==> src/rtl/amo_pkg.sv <==
package amo_pkg;
  localparam logic [6:0] OPC_ATOMIC = 7'b0101111;
  localparam logic [2:0] WIDTH_DW   = 3'b011;

  localparam logic [4:0] FN_ADD  = 5'b00000;
  localparam logic [4:0] FN_SWAP = 5'b00001;
  localparam logic [4:0] FN_LR   = 5'b00010;
  localparam logic [4:0] FN_SC   = 5'b00011;
  localparam logic [4:0] FN_XOR  = 5'b00100;
  localparam logic [4:0] FN_OR   = 5'b01000;
  localparam logic [4:0] FN_AND  = 5'b01100;
  localparam logic [4:0] FN_MIN  = 5'b10000;
  localparam logic [4:0] FN_MAX  = 5'b10100;
  localparam logic [4:0] FN_MINU = 5'b11000;
  localparam logic [4:0] FN_MAXU = 5'b11100;

  typedef enum logic [2:0] {ST_IDLE, ST_READ, ST_WAIT, ST_WRITE, ST_DONE} amo_state_e;

  typedef enum logic [3:0] {
    OP_SWAP, OP_ADD, OP_XOR, OP_AND, OP_OR,
    OP_MIN, OP_MAX, OP_MINU, OP_MAXU, OP_NONE
  } amo_op_e;

  typedef struct packed {
    amo_op_e    op;
    logic       run;      // legal read-modify-write
    logic       lrsc;
    logic       illegal;
    logic       aq;
    logic       rl;
    logic [4:0] rd;
  } amo_dec_t;
endpackage

==> src/rtl/amo_decode.sv <==
module amo_decode
  import amo_pkg::*;
(
  input  logic [31:0] instr_i,
  output amo_dec_t    dec_o
);
  logic    match;
  amo_op_e op;
  logic    is_lrsc;

  assign match = (instr_i[6:0] == OPC_ATOMIC) && (instr_i[14:12] == WIDTH_DW);

  always_comb begin
    op      = OP_NONE;
    is_lrsc = 1'b0;
    unique case (instr_i[31:27])
      FN_SWAP: op = OP_SWAP;
      FN_ADD:  op = OP_ADD;
      FN_XOR:  op = OP_XOR;
      FN_AND:  op = OP_AND;
      FN_OR:   op = OP_OR;
      FN_MIN:  op = OP_MIN;
      FN_MAX:  op = OP_MAX;
      FN_MINU: op = OP_MINU;
      FN_MAXU: op = OP_MAXU;
      FN_LR, FN_SC: is_lrsc = 1'b1;
      default: op = OP_NONE;
    endcase
  end

  always_comb begin
    dec_o.op      = op;
    dec_o.run     = match && (op != OP_NONE);
    dec_o.lrsc    = match && is_lrsc;
    dec_o.illegal = !match || ((op == OP_NONE) && !is_lrsc);
    dec_o.aq      = instr_i[26];
    dec_o.rl      = instr_i[25];
    dec_o.rd      = instr_i[11:7];
  end
endmodule

==> src/rtl/amo_alu.sv <==
module amo_alu
  import amo_pkg::*;
#(
  parameter int DATA_W = 64
) (
  input  amo_op_e           op_i,
  input  logic [DATA_W-1:0] old_i,
  input  logic [DATA_W-1:0] opnd_i,
  output logic [DATA_W-1:0] res_o
);
  logic s_lt, u_lt;

  assign s_lt = $signed(old_i) < $signed(opnd_i);
  assign u_lt = old_i < opnd_i;

  always_comb begin
    unique case (op_i)
      OP_SWAP: res_o = opnd_i;
      OP_ADD:  res_o = old_i + opnd_i;
      OP_XOR:  res_o = old_i ^ opnd_i;
      OP_AND:  res_o = old_i & opnd_i;
      OP_OR:   res_o = old_i | opnd_i;
      OP_MIN:  res_o = s_lt ? old_i : opnd_i;
      OP_MAX:  res_o = s_lt ? opnd_i : old_i;
      OP_MINU: res_o = u_lt ? old_i : opnd_i;
      OP_MAXU: res_o = u_lt ? opnd_i : old_i;
      default: res_o = old_i;
    endcase
  end
endmodule

==> src/rtl/amo_ctrl.sv <==
module amo_ctrl
  import amo_pkg::*;
(
  input  logic       clk_i,
  input  logic       rst_ni,
  input  logic       req_valid_i,
  input  logic       run_i,
  input  logic       rvalid_i,
  output amo_state_e state_o
);
  amo_state_e state_q, state_d;

  always_comb begin
    state_d = state_q;
    unique case (state_q)
      ST_IDLE:  if (req_valid_i) state_d = run_i ? ST_READ : ST_DONE;
      ST_READ:  state_d = ST_WAIT;
      ST_WAIT:  if (rvalid_i) state_d = ST_WRITE;
      ST_WRITE: state_d = ST_DONE;
      ST_DONE:  state_d = ST_IDLE;
      default:  state_d = ST_IDLE;
    endcase
  end

  always_ff @(posedge clk_i or negedge rst_ni) begin
    if (!rst_ni) state_q <= ST_IDLE;
    else         state_q <= state_d;
  end

  assign state_o = state_q;

  AST_WRITE_AFTER_DATA: assert property (@(posedge clk_i) disable iff (!rst_ni)
    (state_q == ST_WRITE) |-> $past(rvalid_i));
endmodule

==> src/rtl/amo_dword_unit.sv <==
module amo_dword_unit
  import amo_pkg::*;
#(
  parameter int DATA_W = 64,
  parameter int INSN_W = 32,
  parameter int REG_W  = 5
) (
  input  logic              clk_i,
  input  logic              rst_ni,
  input  logic              req_valid_i,
  input  logic [INSN_W-1:0] instr_i,
  input  logic [DATA_W-1:0] rs1_val_i,
  input  logic [DATA_W-1:0] rs2_val_i,
  output logic              busy_o,
  output logic              mem_req_o,
  output logic              mem_we_o,
  output logic [DATA_W-1:0] mem_addr_o,
  output logic [DATA_W-1:0] mem_wdata_o,
  input  logic [DATA_W-1:0] mem_rdata_i,
  input  logic              mem_rvalid_i,
  output logic              done_o,
  output logic              rd_we_o,
  output logic [REG_W-1:0]  rd_addr_o,
  output logic [DATA_W-1:0] rd_data_o,
  output logic              illegal_o,
  output logic              lrsc_o,
  output logic              aq_o,
  output logic              rl_o
);
  amo_dec_t          dec, dec_q;
  amo_state_e        state;
  logic              accept;
  logic [DATA_W-1:0] rs1_q, rs2_q, old_q, new_val;

  amo_decode u_dec (.instr_i(instr_i[31:0]), .dec_o(dec));

  amo_ctrl u_ctrl (
    .clk_i      (clk_i),
    .rst_ni     (rst_ni),
    .req_valid_i(req_valid_i),
    .run_i      (dec.run),
    .rvalid_i   (mem_rvalid_i),
    .state_o    (state)
  );

  amo_alu #(.DATA_W(DATA_W)) u_alu (
    .op_i  (dec_q.op),
    .old_i (old_q),
    .opnd_i(rs2_q),
    .res_o (new_val)
  );

  assign accept = req_valid_i && (state == ST_IDLE);

  always_ff @(posedge clk_i or negedge rst_ni) begin
    if (!rst_ni) begin
      dec_q <= '{op: OP_NONE, default: '0};
      rs1_q <= '0;
      rs2_q <= '0;
    end else if (accept) begin
      dec_q <= dec;
      rs1_q <= rs1_val_i;
      rs2_q <= rs2_val_i;
    end
  end

  always_ff @(posedge clk_i or negedge rst_ni) begin
    if (!rst_ni)                                old_q <= '0;
    else if (state == ST_WAIT && mem_rvalid_i) old_q <= mem_rdata_i;
  end

  assign busy_o      = (state != ST_IDLE);
  assign mem_req_o   = (state == ST_READ) || (state == ST_WRITE);
  assign mem_we_o    = (state == ST_WRITE);
  assign mem_addr_o  = rs1_q;
  assign mem_wdata_o = new_val;
  assign done_o      = (state == ST_DONE);
  assign rd_we_o     = done_o && dec_q.run && (dec_q.rd != '0);
  assign rd_addr_o   = dec_q.rd;
  assign rd_data_o   = old_q;
  assign illegal_o   = done_o && dec_q.illegal;
  assign lrsc_o      = done_o && dec_q.lrsc;
  assign aq_o        = dec_q.aq;
  assign rl_o        = dec_q.rl;

  AST_RD_WE_GATED: assert property (@(posedge clk_i) disable iff (!rst_ni)
    rd_we_o |-> done_o && (rd_addr_o != '0));
  AST_ILLEGAL_QUIET: assert property (@(posedge clk_i) disable iff (!rst_ni)
    illegal_o |-> !rd_we_o && !$past(mem_req_o));
  AST_READ_ONE_CYCLE: assert property (@(posedge clk_i) disable iff (!rst_ni)
    (mem_req_o && !mem_we_o) |=> !mem_req_o);
  AST_DONE_PULSE: assert property (@(posedge clk_i) disable iff (!rst_ni)
    done_o |=> !done_o && !busy_o);
  AST_SMIN_BOUND: assert property (@(posedge clk_i) disable iff (!rst_ni)
    (mem_we_o && dec_q.op == OP_MIN) |->
      ($signed(mem_wdata_o) <= $signed(old_q)) && ($signed(mem_wdata_o) <= $signed(rs2_q)));
  AST_UMAX_BOUND: assert property (@(posedge clk_i) disable iff (!rst_ni)
    (mem_we_o && dec_q.op == OP_MAXU) |->
      (mem_wdata_o >= old_q) && (mem_wdata_o >= rs2_q));
endmodule

==> config.mk <==
export PLATFORM = sky130hd
export DESIGN_NAME = amo_dword_unit
export DESIGN_NICKNAME = d
export VERILOG_FILES = /design/src/rtl/amo_pkg.sv /design/src/rtl/amo_decode.sv /design/src/rtl/amo_alu.sv /design/src/rtl/amo_ctrl.sv /design/src/rtl/amo_dword_unit.sv
export SDC_FILE = /design/constraint.sdc
export NUM_CORES = 1
export LEC_CHECK = 0
export BUFFER_PORTS_ARGS = -buffer_cell sky130_fd_sc_hd__buf_2
export CORE_ASPECT_RATIO = 1.25
export CORE_MARGIN = 2
export CORE_UTILIZATION = 40
export DETAILED_ROUTE_END_ITERATION = 8
export GPL_TIMING_DRIVEN = 1
export PLACE_DENSITY_LB_ADDON = 0.1
export SLEW_MARGIN = 20
export SYNTH_ARGS = -nofsm -noshare
export SYNTH_HDL_FRONTEND = slang
export SYNTH_SLANG_ARGS = --single-unit
==> constraint.sdc <==
create_clock -name clk_i -period 6.8 [get_ports clk_i]
set_clock_uncertainty 0.05 [all_clocks]
set_input_delay 1.36 -clock clk_i [delete_from_list [all_inputs] [get_ports clk_i]]
set_output_delay 1.36 -clock clk_i [all_outputs]
set_load 0.03 [all_outputs]
# Word level (Yosys, flattened, before mapping)
# Cells that the tools add are included.
# Widths: inputs -> output; s select.
[word_totals] regBits=209 in_bits=228 output_inout_bits=206 wordCells=77
[classes] n_addsub=1 n_lt_le_gt_ge=2 n_eq_ne=28 muxes=11 bitwise=3 n_reduce_logical=21
[op_table] cell="$pmux 64 s9" n=1
[op_table] cell="$mux 64" n=4
[op_table] cell="$lt 64x64->1" n=2
[op_table] cell="$add 64x64->64" n=1
[op_table] cell="$and 64x64->64" n=1
[op_table] cell="$or 64x64->64" n=1
[op_table] cell="$xor 64x64->64" n=1
[op_table] cell="$pmux 4 s9" n=1
[op_table] cell="$eq 5x5->1 const B" n=4
[op_table] cell="$eq 4x3->1 const B" n=4
[op_table] cell="$pmux 3 s4" n=1
[op_table] cell="$eq 5x2->1 const B" n=2
[op_table] cell="$eq 5x4->1 const B" n=2
[op_table] cell="$logic_and 1x1->1" n=10
[op_table] cell="$eq 3x2->1 const B" n=3
[op_table] cell="$mux 3" n=3
[op_table] cell="$eq 4x2->1 const B" n=2
[op_table] cell="$eq 4x4->1 const B" n=2
[op_table] cell="$eq 7x6->1 const B" n=1
[op_table] cell="$eq 5x1->1 const B" n=1
[op_table] cell="$eq 5x3->1 const B" n=1
[op_table] cell="$logic_not 5->1" n=1
[op_table] cell="$reduce_bool 5->1" n=1
[op_table] cell="$eq 4x1->1 const B" n=1
[op_table] cell="12 further kinds" n=15

# Depth between registers and ports, before layout
[logic_depth] ltp_word=7 depth_mapped=15

# Modules after synthesis
# A second synthesis with hierarchy kept.
[hier_totals] cells_unflattened=1972 area_unflattened_um2=17690.7
[modules_own_cells] mod="amo_alu" n_inst=1 cells_per_inst=1480 area_each_um2=9609.2 seq_area_each_um2=0.0
[modules_own_cells] mod="amo_dword_unit" n_inst=1 cells_per_inst=449 area_each_um2=7736.2 seq_area_each_um2=5157.4
[modules_own_cells] mod="amo_decode" n_inst=1 cells_per_inst=32 area_each_um2=220.2 seq_area_each_um2=0.0
[modules_own_cells] mod="amo_ctrl" n_inst=1 cells_per_inst=11 area_each_um2=125.1 seq_area_each_um2=75.1

# Worst setup path after synthesis
# Ideal clock, no wire load.
[synth_path] path_type="flip-flop to output port" from="register old_q[62] (netlist: rd_data_o[62])" to="output port mem_wdata_o[57]" t_arrival_ps=4368 required_ps=5390 path_slack_ps=1022 stages_incl_launch_ff=15 cell_sequence="dfrtp_1 -> inv_1 -> ha_1 -> buf_6 -> or4_4 -> or4b_4 -> nor4_4 -> o311a_2 -> o21ai_0 -> a32oi_1 -> o41ai_2 -> nand2_2 -> a221o_1 -> a31oi_1 -> a211oi_1"
[synth_via] elab_chain_len=3 word_cells_on_any_way=7
[synth_lines] element="from (decl)" line_no="amo_dword_unit.sv:33" text="logic [DATA_W-1:0] rs1_q, rs2_q, old_q, new_val;"
[synth_lines] element="from (signal assigned)" line_no="amo_dword_unit.sv:69" text="else if (state == ST_WAIT && mem_rvalid_i) old_q <= mem_rdata_i;"
[synth_lines] element="$lt 64x64->1, on equally long branches" line_no="amo_alu.sv:14, amo_alu.sv:13"
[synth_lines] element="$mux 64, on equally long branches"
[synth_lines] element="$pmux 64 s9 (*)" line_no="amo_alu.sv:17" text="unique case (op_i)"
[synth_lines] element="to (decl)" line_no="amo_dword_unit.sv:18" text="output logic [DATA_W-1:0] mem_wdata_o,"
# Every way passes the cells marked *; elsewhere a longest branch is shown, timed or not.

# Final worst setup path
[layout_path] from="register old_q[60] (netlist: rd_data_o[60])" to="output port mem_wdata_o[59]"
# Same word-level chain as after synthesis.

==> results.json <==
{
  "synth_async_sr_flop_share": 1.00,
  "dieArea_um2": 45300,
  "synth_top_family_by_area": "compound AO/OA/AOI/OAI gates",
  "number_of_remaining_drc_errors": 0,
  "groute.usage.overall": 0.280,
  "timing.hold.worst.class": "reg2reg",
  "yosysUniqueCellTypes": 86,
  "outcome": "complete, no violations",
  "clk_root_buffer_cell": "sky130_fd_sc_hd__clkbuf_16",
  "timing.hold.worst_endpoint": "mem_addr_o[41]",
  "synth.yosys.warnings": 0,
  "r2r-end": "rs2_q[58]",
  "hold_ws_ps": 419,
  "postSynthRegisterBits": 209,
  "seqPwrFrac": 0.280,
  "synth.mux.area_fraction": 0.00345,
  "hpwlAfterDp_um": 47700,
  "first_global_vias": 18200,
  "clkSlewWorstSetupHoldPaths_ps": 60,
  "r2r_start": "u_ctrl.state_o[1]",
  "synthesis.instances": 2296,
  "synth-simple-area-share": 0.198,
  "globalplace.congestion": 0.922,
  "cts_inserted_buffers": 25,
  "area_overhead_of_the_layout_relative_to_synthesis_pct": 20.3,
  "timing.critical_path.from_type": "flip-flop",
  "irDropWorstVdd_mv": 0.177,
  "worstPathMaxFanout": 6,
  "preCtsSetupSlack_ps": 504,
  "cts_hold_buf": 0,
  "floorplan.rows": 85,
  "io_buffers": 423,
  "setup_viol": 0,
  "syn-num-nets": 2717,
  "worst_pin_slew_ps": 966,
  "fmax_mhz": 153,
  "power.density_nw_per_um2": 249,
  "die_height_um": 237,
  "synth_edf_count": 0,
  "total_via_count_after_detailed_routing": 18200,
  "post_route_cells_drive_above_1_share": 0.209,
  "drt_wl_total_um": 64500,
  "gr-total-overflow": 0,
  "setup_slack_of_the_worst_register_to_register_path_ps": 4370,
  "antenna_found_initial": 3,
  "initialDrtViolationCount": 1377,
  "p_leak_nw": 10.3,
  "number_of_nets_in_the_finished_design": 3050,
  "worstHoldPathCells": 2,
  "worst_ep_required_time_ps": 5390,
  "grt_start_max_net_pins": 128,
  "sink_count_of_the_clock_tree": 209,
  "cts_tree": "yes",
  "firstDrtPassIters": 5,
  "part_of_the_yosys_area_used_for_sequential_elements": 0.300,
  "antenna_violating_nets_post_route": 0,
  "critPathArrivalTime_ps": 5120,
  "postSynthAreaPerCell_um2": 7.59,
  "final-max-slew-violation-count": 0,
  "maxCapViolCount": 0,
  "synth-adder-area-share": 0.139,
  "switching_power_mw": 2.23,
  "synth.largest_area_cell": "sky130_fd_sc_hd__dfrtp_1",
  "critPathKind": "reg2out",
  "timing.final.ws_setup_ps": 273,
  "grt_first_pass_wirelength_um": 101000,
  "internal_portion_of_total_power_mw": 2.99,
  "fillerInstances": 4407,
  "worst_setup_path_end_kind": "primary output",
  "core_area_um2": 43100,
  "post-synth-top-area-fraction": 0.297,
  "netlist_top_cells_area": "sky130_fd_sc_hd__dfrtp_1 30%, sky130_fd_sc_hd__ha_1 14%, sky130_fd_sc_hd__nand2_1 10%",
  "unrepaired_setup_endpoints_after_global_routing": "false",
  "avgViaCountPerCell": 5.67,
  "synth_compound_gate_area_share": 0.277,
  "finalWorstPathRequiredPeriod_ps": 6530,
  "postPlaceCellArea_um2": 20000,
  "post-route-period-util": 0.960,
  "slew_headroom": 0.351,
  "finish.instance_area_um2": 21000,
  "fin_tns_setup_ps": 0,
  "holdCritStartpoint": "mem_addr_o[41]",
  "clkLatencyLatePin_ps": 560,
  "routed_wire_length_per_instance_um": 20.1,
  "power_frac_comb": 0.436,
  "synth_top_flop_cell": "sky130_fd_sc_hd__dfrtp_1",
  "p_sw_frac": 0.427,
  "syn_area_um2": 17400,
  "p_clk_frac": 0.284,
  "initial_core_util": 0.405,
  "reg2reg_depth": 5,
  "ctsHtreeMaxLevel": 1,
  "io-pin-count": 434,
  "finalHoldViolations": 0,
  "die_w_um": 191,
  "buffer_depth_of_the_longest_clock_path": 3,
  "synth_xor_area_frac": 0.00804
}
-- routing by layer --
layer	routed length, um	GRT usage
met5	24	0
met4	2110	0.0949
met3	4670	0.0542
met2	31700	0.494
met1	25900	0.339
-- state kept, by name, indices dropped and copies added (netlist names) --
register and flops:
aq_o 1, dec_q 7, mem_addr_o 64, rd_addr_o 5, rd_data_o 64, rl_o 1, rs2_q 64, u_ctrl.state_o 3
-- worst max-delay path, cell delays in order, from the launching register on --
cell,delay [ps]
sky130_fd_sc_hd__dfrtp_1,430
sky130_fd_sc_hd__inv_1,100
sky130_fd_sc_hd__ha_1,400
sky130_fd_sc_hd__or4_4,590
sky130_fd_sc_hd__or4b_4,590
sky130_fd_sc_hd__nor3_2,250
sky130_fd_sc_hd__o31ai_1,190
sky130_fd_sc_hd__nand4_1,290
sky130_fd_sc_hd__o31ai_1,190
sky130_fd_sc_hd__and2_4,190
sky130_fd_sc_hd__a41o_1,230
sky130_fd_sc_hd__a221o_1,320
sky130_fd_sc_hd__a2111oi_1,400
sky130_fd_sc_hd__a21oi_1,160
sky130_fd_sc_hd__buf_2,230
-- cells in the mapped netlist (24+ instances only) --
| library cell | number |
|---|---|
| sky130_fd_sc_hd__a21o_1 | 40 |
| sky130_fd_sc_hd__a21oi_1 | 195 |
| sky130_fd_sc_hd__a221oi_1 | 44 |
| sky130_fd_sc_hd__a22oi_1 | 29 |
| sky130_fd_sc_hd__clkbuf_1 | 136 |
| sky130_fd_sc_hd__dfrtp_1 | 207 |
| sky130_fd_sc_hd__ha_1 | 192 |
| sky130_fd_sc_hd__inv_1 | 171 |
| sky130_fd_sc_hd__nand2_1 | 464 |
| sky130_fd_sc_hd__nand3_1 | 33 |
| sky130_fd_sc_hd__nand4_1 | 24 |
| sky130_fd_sc_hd__nor2_1 | 109 |
| sky130_fd_sc_hd__nor3_1 | 38 |
| sky130_fd_sc_hd__o211ai_1 | 24 |
| sky130_fd_sc_hd__o21ai_0 | 247 |
-- cells by family (layout without fill, tap and decap cells) --
group / count (synthesis) / count (layout)
adder cells (fa/ha/maj): 193 / 193
XOR/XNOR: 16 / 16
other: 0 / 1
AO/OA/AOI/OAI: 762 / 762
AND/OR/NAND/NOR: 783 / 783
buffers and inverters: 327 / 678
multiplexers: 6 / 6
flip-flops: 209 / 209
-- cell type report --
| type | count | area, um2 | share of cell area |
|---|---|---|---|
| multi-input cells | 1760 | 11000 | 0.525 |
| flip-flops and latches | 209 | 5230 | 0.250 |
| repair buffers | 462 | 2480 | 0.118 |
| well taps | 565 | 707 | 0.0337 |
| clock buffers | 28 | 657 | 0.0313 |
| inverters | 171 | 642 | 0.0306 |
| clock inverters | 17 | 234 | 0.0112 |
| diodes | 1 | 2.50 | 0.000119 |
-- stage by stage --
step	instances	power, mW	utilization
after global routing	3213	5.54	0.487
after CTS	3211	5.26	0.486
final	3213	5.23	0.487
after floorplan	2296	3.00	-
after detailed placement	3164	3.73	0.464
after global placement	3164	3.71	0.464
-- how the worst max path moves through the flow --
stage,endpoint,start,slack [ps],depth (start not counted)
2_1_floorplan,mem_wdata_o[57],rd_data_o[62],1020,14
3_3_place_gp,mem_wdata_o[36],rd_data_o[60],620,14
3_5_place_dp,mem_wdata_o[36],rd_data_o[60],500,14
4_1_cts,mem_wdata_o[52],rd_data_o[60],10,15
5_1_grt,mem_wdata_o[59],rd_data_o[60],6,14
6_report,mem_wdata_o[59],rd_data_o[60],270,14
-- placed cells by master, fill, tap and decap left out, types with 24 or more instances in the layout --
master,instances
sky130_fd_sc_hd__nor3_1,33
sky130_fd_sc_hd__inv_1,171
sky130_fd_sc_hd__a22oi_1,29
sky130_fd_sc_hd__o211ai_1,24
sky130_fd_sc_hd__nand4_1,24
sky130_fd_sc_hd__o21ai_0,244
sky130_fd_sc_hd__nor2_1,107
sky130_fd_sc_hd__a21oi_1,195
sky130_fd_sc_hd__clkbuf_16,25
sky130_fd_sc_hd__dfrtp_1,207
sky130_fd_sc_hd__nand2_1,462
sky130_fd_sc_hd__nand3_1,33
sky130_fd_sc_hd__a221oi_1,44
sky130_fd_sc_hd__buf_2,422
sky130_fd_sc_hd__ha_1,192
sky130_fd_sc_hd__a21o_1,40
sky130_fd_sc_hd__buf_4,34
-- power groups by stage --
stage / combinational [mW] / sequential, mW / clock, mW
6_report: 2.28 / 1.46 / 1.49
5_1_grt: 2.49 / 1.48 / 1.57
4_1_cts: 2.27 / 1.46 / 1.53
3_5_place_dp: 2.25 / 1.48 / 0
3_3_place_gp: 2.24 / 1.47 / 0
2_1_floorplan: 1.43 / 1.57 / 0
-- what timing repair did --
| action | 4_1_cts | 5_1_grt |
|---|---|---|
| endpoints found under the setup margin | 23 | 62 |
| resized for setup | 3 | 8 |
| setup buffers | 2 | 1 |
| gates cloned | 0 | 0 |
| pin swaps | 2 | 2 |
Note: power is estimated with default switching activity, not from simulation.
